--- src/rtl/fbk_pkg.sv ---
// Shared constants for the frame breakpoint generator.
// Assumes: cause code 2'b00 means "no event".
package fbk_pkg;
    localparam int MODE_W  = 3;
    localparam int M_SVC   = 0;
    localparam int M_BURST = 1;
    localparam int M_THR   = 2;

    typedef enum logic [1:0] {
        CAUSE_NONE  = 2'b00,
        CAUSE_THR   = 2'b01,
        CAUSE_BURST = 2'b10,
        CAUSE_SVC   = 2'b11
    } cause_e;
endpackage

--- src/rtl/fbk_cfg_regs.sv ---
// Holds the mode word and the frame budget.
// Assumes: mode writes arrive only from the host port; while run_i is high
// they are dropped. Budget writes are always accepted.
module fbk_cfg_regs
    import fbk_pkg::*;
#(
    parameter int CNT_W = 8
) (
    input  logic              clk,
    input  logic              rst_n,
    input  logic              run_i,
    input  logic              mode_wr_i,
    input  logic [MODE_W-1:0] mode_i,
    input  logic              thr_wr_i,
    input  logic [CNT_W-1:0]  thr_i,
    output logic [MODE_W-1:0] mode_o,
    output logic [CNT_W-1:0]  thr_o
);
    logic [MODE_W-1:0] mode_q;
    logic [CNT_W-1:0]  thr_q;

    // Mode word: accepted only while stopped.
    always_ff @(posedge clk) begin
        if (!rst_n)                   mode_q <= '0;
        else if (mode_wr_i && !run_i) mode_q <= mode_i;
    end

    // Frame budget: accepted at any time.
    always_ff @(posedge clk) begin
        if (!rst_n)        thr_q <= '0;
        else if (thr_wr_i) thr_q <= thr_i;
    end

    assign mode_o = mode_q;
    assign thr_o  = thr_q;


    mode_locked_chk: assert property (@(posedge clk) disable iff (!rst_n)
        run_i |=> $stable(mode_q));
endmodule

--- src/rtl/fbk_burst_detect.sv ---
// Tracks the channel of the last frame and flags a burst boundary when a
// frame arrives on another channel.
// Assumes: chan_i is valid only while frame_i is high.
module fbk_burst_detect #(
    parameter int CH_W = 3
) (
    input  logic            clk,
    input  logic            rst_n,
    input  logic            frame_i,
    input  logic [CH_W-1:0] chan_i,
    output logic            change_o
);
    logic [CH_W-1:0] cur_q;

    // Remember the channel of the latest frame.
    always_ff @(posedge clk) begin
        if (!rst_n)       cur_q <= '0;
        else if (frame_i) cur_q <= chan_i;
    end

    assign change_o = frame_i && (chan_i != cur_q);


    chan_track_chk: assert property (@(posedge clk) disable iff (!rst_n)
        frame_i |=> (cur_q == $past(chan_i)));
endmodule

--- src/rtl/fbk_frame_counter.sv ---
// Working down-counter of frames left in the current budget.
// Assumes: reload_i is raised only together with frame_i. The count holds
// values from 1 to 2**CNT_W; a budget of zero loads the full range.
module fbk_frame_counter #(
    parameter int CNT_W = 8
) (
    input  logic             clk,
    input  logic             rst_n,
    input  logic             frame_i,
    input  logic             reload_i,
    input  logic [CNT_W-1:0] thr_i,
    output logic             expire_o
);
    localparam int LD_W = CNT_W + 1;
    localparam logic [LD_W-1:0] FULL = LD_W'(1) << CNT_W;

    logic [LD_W-1:0] cnt_q;
    logic [LD_W-1:0] load_val;
    logic [LD_W-1:0] base;

    // Value to load: zero budget stands for the full range.
    always_comb begin
        load_val = (thr_i == '0) ? FULL : {1'b0, thr_i};
        base     = reload_i ? load_val : cnt_q;
    end

    assign expire_o = frame_i && (base == LD_W'(1));

    // Count frames; reload on expiry; reset state is the full range.
    always_ff @(posedge clk) begin
        if (!rst_n)        cnt_q <= FULL;
        else if (expire_o) cnt_q <= load_val;
        else if (frame_i)  cnt_q <= base - LD_W'(1);
    end


    cnt_range_chk: assert property (@(posedge clk) disable iff (!rst_n)
        (cnt_q != '0) && (cnt_q <= FULL));

    cnt_hold_chk: assert property (@(posedge clk) disable iff (!rst_n)
        !frame_i |=> $stable(cnt_q));
endmodule

--- src/rtl/fbk_cause_arb.sv ---
// Picks one cause among the enabled raw events and registers the pulse.
// Assumes: raw events are single-cycle, qualified by the mode word here.
module fbk_cause_arb
    import fbk_pkg::*;
(
    input  logic              clk,
    input  logic              rst_n,
    input  logic [MODE_W-1:0] mode_i,
    input  logic              thr_evt_i,
    input  logic              burst_evt_i,
    input  logic              svc_evt_i,
    output logic              bkpt_o,
    output logic [1:0]        cause_o
);
    cause_e pick;
    logic   bkpt_q;
    cause_e cause_q;

    // Priority select: threshold, then burst, then service.
    always_comb begin
        if (thr_evt_i && mode_i[M_THR])          pick = CAUSE_THR;
        else if (burst_evt_i && mode_i[M_BURST]) pick = CAUSE_BURST;
        else if (svc_evt_i && mode_i[M_SVC])     pick = CAUSE_SVC;
        else                                     pick = CAUSE_NONE;
    end

    // Register the pulse and its cause.
    always_ff @(posedge clk) begin
        if (!rst_n) begin
            bkpt_q  <= 1'b0;
            cause_q <= CAUSE_NONE;
        end else begin
            bkpt_q  <= (pick != CAUSE_NONE);
            cause_q <= pick;
        end
    end

    assign bkpt_o  = bkpt_q;
    assign cause_o = cause_q;


    idle_cause_chk: assert property (@(posedge clk) disable iff (!rst_n)
        !bkpt_q |-> (cause_q == CAUSE_NONE));

    svc_masked_chk: assert property (@(posedge clk) disable iff (!rst_n)
        (!mode_i[M_SVC] && !mode_i[M_BURST] && !mode_i[M_THR]) |=> !bkpt_q);
endmodule

--- src/rtl/frame_bkpt_gen.sv ---
// Top of the frame breakpoint generator: configuration, burst detection,
// frame budget counter and cause arbitration.
// Assumes: one frame strobe per cycle at most; chan_i valid with frame_i.
module frame_bkpt_gen
    import fbk_pkg::*;
#(
    parameter int CNT_W = 8,
    parameter int CH_W  = 3
) (
    input  logic              clk,
    input  logic              rst_n,
    input  logic              run_i,
    input  logic              cfg_mode_wr_i,
    input  logic [MODE_W-1:0] cfg_mode_i,
    input  logic              cfg_thr_wr_i,
    input  logic [CNT_W-1:0]  cfg_thr_i,
    input  logic              frame_i,
    input  logic [CH_W-1:0]   chan_i,
    input  logic              svc_end_i,
    output logic              bkpt_o,
    output logic [1:0]        bkpt_cause_o
);
    logic [MODE_W-1:0] mode;
    logic [CNT_W-1:0]  thr;
    logic              chg;
    logic              expire;

    fbk_cfg_regs #(.CNT_W(CNT_W)) u_cfg (
        .clk(clk), .rst_n(rst_n), .run_i(run_i),
        .mode_wr_i(cfg_mode_wr_i), .mode_i(cfg_mode_i),
        .thr_wr_i(cfg_thr_wr_i), .thr_i(cfg_thr_i),
        .mode_o(mode), .thr_o(thr)
    );

    fbk_burst_detect #(.CH_W(CH_W)) u_burst (
        .clk(clk), .rst_n(rst_n), .frame_i(frame_i), .chan_i(chan_i),
        .change_o(chg)
    );

    fbk_frame_counter #(.CNT_W(CNT_W)) u_cnt (
        .clk(clk), .rst_n(rst_n), .frame_i(frame_i), .reload_i(chg),
        .thr_i(thr), .expire_o(expire)
    );

    fbk_cause_arb u_arb (
        .clk(clk), .rst_n(rst_n), .mode_i(mode),
        .thr_evt_i(expire), .burst_evt_i(chg), .svc_evt_i(svc_end_i),
        .bkpt_o(bkpt_o), .cause_o(bkpt_cause_o)
    );


    thr_wins_chk: assert property (@(posedge clk) disable iff (!rst_n)
        (expire && mode[M_THR]) |=> (bkpt_o && bkpt_cause_o == CAUSE_THR));

    burst_evt_chk: assert property (@(posedge clk) disable iff (!rst_n)
        (chg && mode[M_BURST] && !(expire && mode[M_THR]))
            |=> (bkpt_cause_o == CAUSE_BURST));

    svc_evt_chk: assert property (@(posedge clk) disable iff (!rst_n)
        (svc_end_i && mode[M_SVC]) |=> bkpt_o);
endmodule

--- config.mk ---
export PLATFORM = sky130hd
export DESIGN_NAME = frame_bkpt_gen
export DESIGN_NICKNAME = d
export VERILOG_FILES = /design/src/rtl/fbk_pkg.sv /design/src/rtl/fbk_cfg_regs.sv /design/src/rtl/fbk_burst_detect.sv /design/src/rtl/fbk_frame_counter.sv /design/src/rtl/fbk_cause_arb.sv /design/src/rtl/frame_bkpt_gen.sv
export SDC_FILE = /design/constraint.sdc
export NUM_CORES = 1
export LEC_CHECK = 0
export ABC_AREA = 1
export BUFFER_PORTS_ARGS = -buffer_cell sky130_fd_sc_hd__clkbuf_2
export CORE_MARGIN = 4
export CORE_UTILIZATION = 63
export CTS_BUF_LIST = sky130_fd_sc_hd__clkbuf_2
export CTS_CLUSTER_DIAMETER = 150
export DETAILED_ROUTE_END_ITERATION = 10
export PLACE_DENSITY = 0.89
export SLEW_MARGIN = 20
export SYNTH_ARGS = -nofsm -noshare
export SYNTH_HDL_FRONTEND = slang
export SYNTH_SLANG_ARGS = --single-unit
--- constraint.sdc ---
create_clock -name clk -period 3.7 [get_ports clk]
set_input_delay 0.37 -clock clk [delete_from_list [all_inputs] [get_ports clk]]
set_output_delay 0.37 -clock clk [all_outputs]
set_load 0.02 [all_outputs]
# ---- Yosys cells after proc, flatten, opt, wreduce, memory -nomap -nowiden
# Index checks and enable logic that the tools add are counted.
dict set report word_totals {
  out_inout_bits 3
  in_bits 21
  register_bits 26
}
dict set report classes {
  n_eq_ne 2
  muxes 7
  addsub 1
  reduce_logical 10
}
# cell n
set op_table {}
lappend op_table {{$mux 9} 4}
lappend op_table {{$eq 9x1->1 const B} 1}
lappend op_table {{$sub 9x1->9 const B} 1}
lappend op_table {{$logic_not 8->1} 1}
lappend op_table {{$logic_and 1x1->1} 6}
lappend op_table {{$mux 2} 3}
lappend op_table {{$reduce_bool 2->1} 2}
lappend op_table {{$ne 3x3->1} 1}
lappend op_table {{$logic_not 1->1} 1}

# ---- Longest topological paths before layout
dict set report logic_depth {
  ltp_word 8
  ltp_mapped 16
  mapped_depth_nobuf 15
}

# ---- By module
# From an unflattened synthesis, not the netlist that was laid out.
dict set report unflattened {
  cells_unflattened 271
  hier_area_um2 1634.1
}
# mod area_each_um2 instances cells_per_inst
set modules_own_cells {}
lappend modules_own_cells {fbk_frame_counter 954.7 1 175}
lappend modules_own_cells {fbk_cfg_regs 402.9 1 55}
lappend modules_own_cells {fbk_burst_detect 153.9 1 25}
lappend modules_own_cells {fbk_cause_arb 122.6 1 16}

# ---- Least setup slack after synthesis
# OpenSTA, ideal clock, no wires.
dict set report synth_timing {
  path_kind {input port to flip-flop}
  from {input port chan_i[1]}
  to {register u_cnt.cnt_q[8]}
  arrival_time_ns 1.611
  slack_ns 1.973
  t_required_ns 3.584
  stages 12
  n_path_buf 1
  path_cell_list {xnor2_1 -> nand3_2 -> nand2_4 -> buf_8 -> nand2_2 -> o21ai_2 -> nand2_2 -> nor2_8 -> nand2_1 -> xor2_1 -> o21ai_1 -> nand2_1}
}
dict set report synth_via {
  elab_chain_cells 6
  word_cells_on_any_way 9
  classes_between {1 x add/sub; 2 x eq/ne; 3 x mux; 3 x reduce/logical}
}
# element line_no
set synth_lines {}
lappend synth_lines {{from (decl)} frame_bkpt_gen.sv:18} ;# input logic [CH_W-1:0] chan_i,
lappend synth_lines {{$ne 3x3->1 *} fbk_burst_detect.sv:21} ;# assign change_o = frame_i && (chan_i != cur_q);
lappend synth_lines {{$logic_and 1x1->1 *} fbk_burst_detect.sv:21}
lappend synth_lines {{$mux 9 *} fbk_frame_counter.sv:24} ;# base = reload_i ? load_val : cnt_q;
lappend synth_lines {{$sub 9x1->9 or $eq 9x1->1 (tied branches)} {fbk_frame_counter.sv:33, fbk_frame_counter.sv:27}}
lappend synth_lines {{$mux 9 or $logic_and 1x1->1 (tied branches)} {fbk_frame_counter.sv:33, fbk_frame_counter.sv:27}}
lappend synth_lines {{$mux 9 or $reduce_bool 2->1 (tied branches)} -}
lappend synth_lines {{to (signal assigned)} fbk_frame_counter.sv:32} ;# else if (expire_o) cnt_q <= load_val;
lappend synth_lines {{to (signal assigned)} fbk_frame_counter.sv:33} ;# else if (frame_i) cnt_q <= base - LD_W'(1);
lappend synth_lines {{to (decl)} fbk_frame_counter.sv:17} ;# logic [LD_W-1:0] cnt_q;
# Every way passes the cells marked *; elsewhere a longest branch is shown, timed or not. The select of a mux whose other input is x is not followed.
# A chain may end at the register's enable or synchronous reset.

# ---- Worst setup path after layout
dict set report layout_timing {
  from {register u_burst.cur_q[1]}
  to {register u_cnt.cnt_q[6]}
}
dict set report layout_via {
  elab_chain_cells 6
  word_cells_on_any_way 9
  classes_between {1 x add/sub; 2 x eq/ne; 3 x mux; 3 x reduce/logical}
}
# element line_no
set layout_lines {}
lappend layout_lines {{from (decl)} fbk_burst_detect.sv:13} ;# logic [CH_W-1:0] cur_q;
lappend layout_lines {{from (signal assigned)} fbk_burst_detect.sv:18} ;# else if (frame_i) cur_q <= chan_i;
lappend layout_lines {{$ne 3x3->1 *} fbk_burst_detect.sv:21}
lappend layout_lines {{$logic_and 1x1->1 *} fbk_burst_detect.sv:21}
lappend layout_lines {{$mux 9 *} fbk_frame_counter.sv:24}
lappend layout_lines {{$sub 9x1->9 or $eq 9x1->1 (tied branches)} {fbk_frame_counter.sv:33, fbk_frame_counter.sv:27}}
lappend layout_lines {{$mux 9 or $logic_and 1x1->1 (tied branches)} {fbk_frame_counter.sv:33, fbk_frame_counter.sv:27}}
lappend layout_lines {{$mux 9 or $reduce_bool 2->1 (tied branches)} -}
# Marked as above.

==> flow_summary.json <==
{
  "holdPathEnd": "u_burst.cur_q[0]$_SDFFE_PN0P_",
  "drtIter0Drc": 68,
  "die_w_um": 57.1,
  "min_period_ps": 2190,
  "grt_pass1_vias": 1453,
  "cts_buffer_depth": 2,
  "synthFlopType": "dfxtp_1",
  "synth_top_cell_area_share": 0.342,
  "dp.cells": 274,
  "maxSlewViolCount": 0,
  "reg2reg_from": "u_burst.cur_q[1]$_SDFFE_PN0P_",
  "syn_area_um2": 1520,
  "swShare": 0.322,
  "fin_setup_tns_ps": 0,
  "leakage_nw": 0.808,
  "final_net_count": 272,
  "clock.fmax_mhz": 456,
  "fin_cells": 278,
  "async_reset_ff_frac": 0,
  "postCtsSetupRepairBufs": 0,
  "hold_viol_final": 0,
  "hp-class": "primary input to register",
  "postCtsHoldBufs": 0,
  "cts_resized": 0,
  "worstSetupStartpoint": "u_burst.cur_q[1]$_SDFFE_PN0P_",
  "vdd_drop_max_uv": 262,
  "clock_latency_ps": 360,
  "crit_path_start_kind": "register",
  "max-cap-violations": 0,
  "syn_area_per_cell_um2": 6.56,
  "drive_above_1_share": 0.180,
  "multi_input_area_um2": 833,
  "final.period_utilization": 0.593,
  "gr-total-overflow": 0,
  "pwr-share-comb": 0.257,
  "core_um2": 2250,
  "io_pins": 24,
  "synthToLayoutAreaGrowth_pct": 9.46,
  "ys_ff_latch": 26,
  "setup_viol": 0,
  "syn-instance-count": 232,
  "p_seq_frac": 0.472,
  "hold_path_depth": 3,
  "yosysUniqueCellTypes": 26,
  "worst_pin_slew_ps": 557,
  "clockRootBuffer": "clkbuf_2",
  "finalClockSkew_ps": 10.7,
  "vias": 1508,
  "start_util": 0.675,
  "h-tree-depth": 1,
  "cp_max_fo": 16,
  "max-slew-margin-rel": 0.629,
  "seq_area_frac_synth": 0.342,
  "clkSinkCount": 26,
  "run_status": "finished, final reports clean",
  "yosys.area.top_type": "dfxtp_1",
  "synth-edff-count": 0,
  "antenna_left": 0,
  "r2r_end": "u_cnt.cnt_q[6]$_SDFFE_PN0P_",
  "hp-start": "chan_i[0]",
  "synthesis.nets": 253,
  "drt-wirelength-per-cell_um": 12.0,
  "p_switching_mw": 0.217,
  "drc": 0,
  "regArea_um2": 520,
  "cts-buffers-inserted": 3,
  "cp.arrival_ps": 2500,
  "reg2reg_depth": 11,
  "die_y_um": 57.1,
  "nFillCells": 205,
  "end_kind": "register",
  "cts_tree": "built",
  "gp_congestion": 0.916,
  "synth_common_cells": "nand2_1, inv_1, dfxtp_1, nand3_1, a21oi_1",
  "synth_warnings": 0,
  "grt_pass1_wl_um": 5890,
  "power.internal_mw": 0.456,
  "clock_power_share": 0.272,
  "rows": 17,
  "n_antenna_cell": 0,
  "io_buffers": 23,
  "rsz0062_at_grt": "no",
  "power_mw": 0.673,
  "grt_usage": 0.218,
  "reg2reg_slack_ps": 1510,
  "path_class": "register to register",
  "die_area_um2": 3260,
  "ys_top_cells_by_area": "dfxtp_1, nand2_1, nand3_1",
  "first_pass_iters": 4,
  "routed_wl_um": 3330,
  "dpl.hpwl_um": 2510,
  "grt_max_degree": 29,
  "power_density_nw_per_um2": 404,
  "path_clk_slew_ps": 270,
  "yosysMostFrequentCell": "nand2_1",
  "required_ps": 4010,
  "vias_per_cell": 5.42,
  "antenna_found_initial": 0
}
## cells by family after synthesis
family,Yosys count,synth area share
XOR/XNOR,2,0.0115
AND/OR/NAND/NOR,120,0.384
buffers and inverters,40,0.110
flip-flops,26,0.342
AO/OA/AOI/OAI,44,0.152
## layout make-up
type                       count  share of cell area
tap                           28              0.0210
multi-input combinational    166               0.500
clock inverter                 1              0.0180
inverter                      31              0.0699
sequential                    26               0.313
timing repair buffer          23              0.0691
clock buffer                   3             0.00902
## critical path: stages, from the launching register on
cell,delay (ps)
dfxtp_1,380
xnor2_1,180
nand3_2,280
nand2_4,290
nand2_1,80
nand2_1,100
nand2_1,110
nor2_4,230
nand3_4,170
nand3_1,100
nand3_1,70
a21oi_1,150
## power by group through the flow
| stage | logic, mW | registers, mW | clock network [mW] |
|---|---|---|---|
| floorplan | 0.138 | 0.320 | 0 |
| global placement | 0.168 | 0.321 | 0 |
| detailed placement | 0.170 | 0.322 | 0 |
| CTS | 0.171 | 0.317 | 0.183 |
| global route | 0.197 | 0.320 | 0.192 |
| finish | 0.173 | 0.317 | 0.183 |
## per-layer routing
layer	up-vias	GRT usage	routed length, um	share of wire
li1	783	-	-	-
met4	0	0.0894	53	0.016
met3	6	0.0249	238	0.071
met5	-	0	0	0
met2	56	0.365	1490	0.45
met1	663	0.285	1550	0.47
## how the worst max path moves through the flow
stage	end	cells past startpoint
2_1_floorplan	u_cnt.cnt_q[8]$_SDFFE_PN1P_	12
3_3_place_gp	u_cnt.cnt_q[5]$_SDFFE_PN0P_	12
3_5_place_dp	u_arb.bkpt_o$_SDFF_PN0_	12
4_1_cts	u_arb.bkpt_o$_SDFF_PN0_	11
5_1_grt	u_cnt.cnt_q[6]$_SDFFE_PN0P_	12
6_report	u_cnt.cnt_q[6]$_SDFFE_PN0P_	11
## cells in the final DEF, fill, tap and decap left out, types with 3 or more instances in the layout
master | netlist | routed
clkbuf_2 | 0 | 26
nand2_2 | 4 | 4
nand2_1 | 59 | 59
inv_1 | 27 | 27
a21oi_1 | 23 | 23
nor2_1 | 15 | 15
inv_2 | 4 | 4
o21ai_0 | 16 | 16
nand3_1 | 26 | 26
nand4_1 | 6 | 6
nor2_4 | 3 | 3
dfxtp_1 | 26 | 26
## registers in the layout, indices dropped and copies added (netlist names)
name and count:
u_burst.cur_q 3, u_arb.bkpt_o 1, u_cfg.mode_o 3, u_arb.cause_o 2, u_cfg.thr_o 8, u_cnt.cnt_q 9
## per-stage QoR
step           setup WS [ps]  instance area (um2)   util  hold WS (ps)
2_1_floorplan           1970                 1520      -           441
3_3_place_gp            1480                 1620  0.719           454
3_5_place_dp            1420                 1620  0.719           458
4_1_cts                 1520                 1670  0.739           209
5_1_grt                 1290                 1670  0.739           212
6_report                1510                 1670  0.739           205
Note: power is estimated with default switching activity, not from simulation.
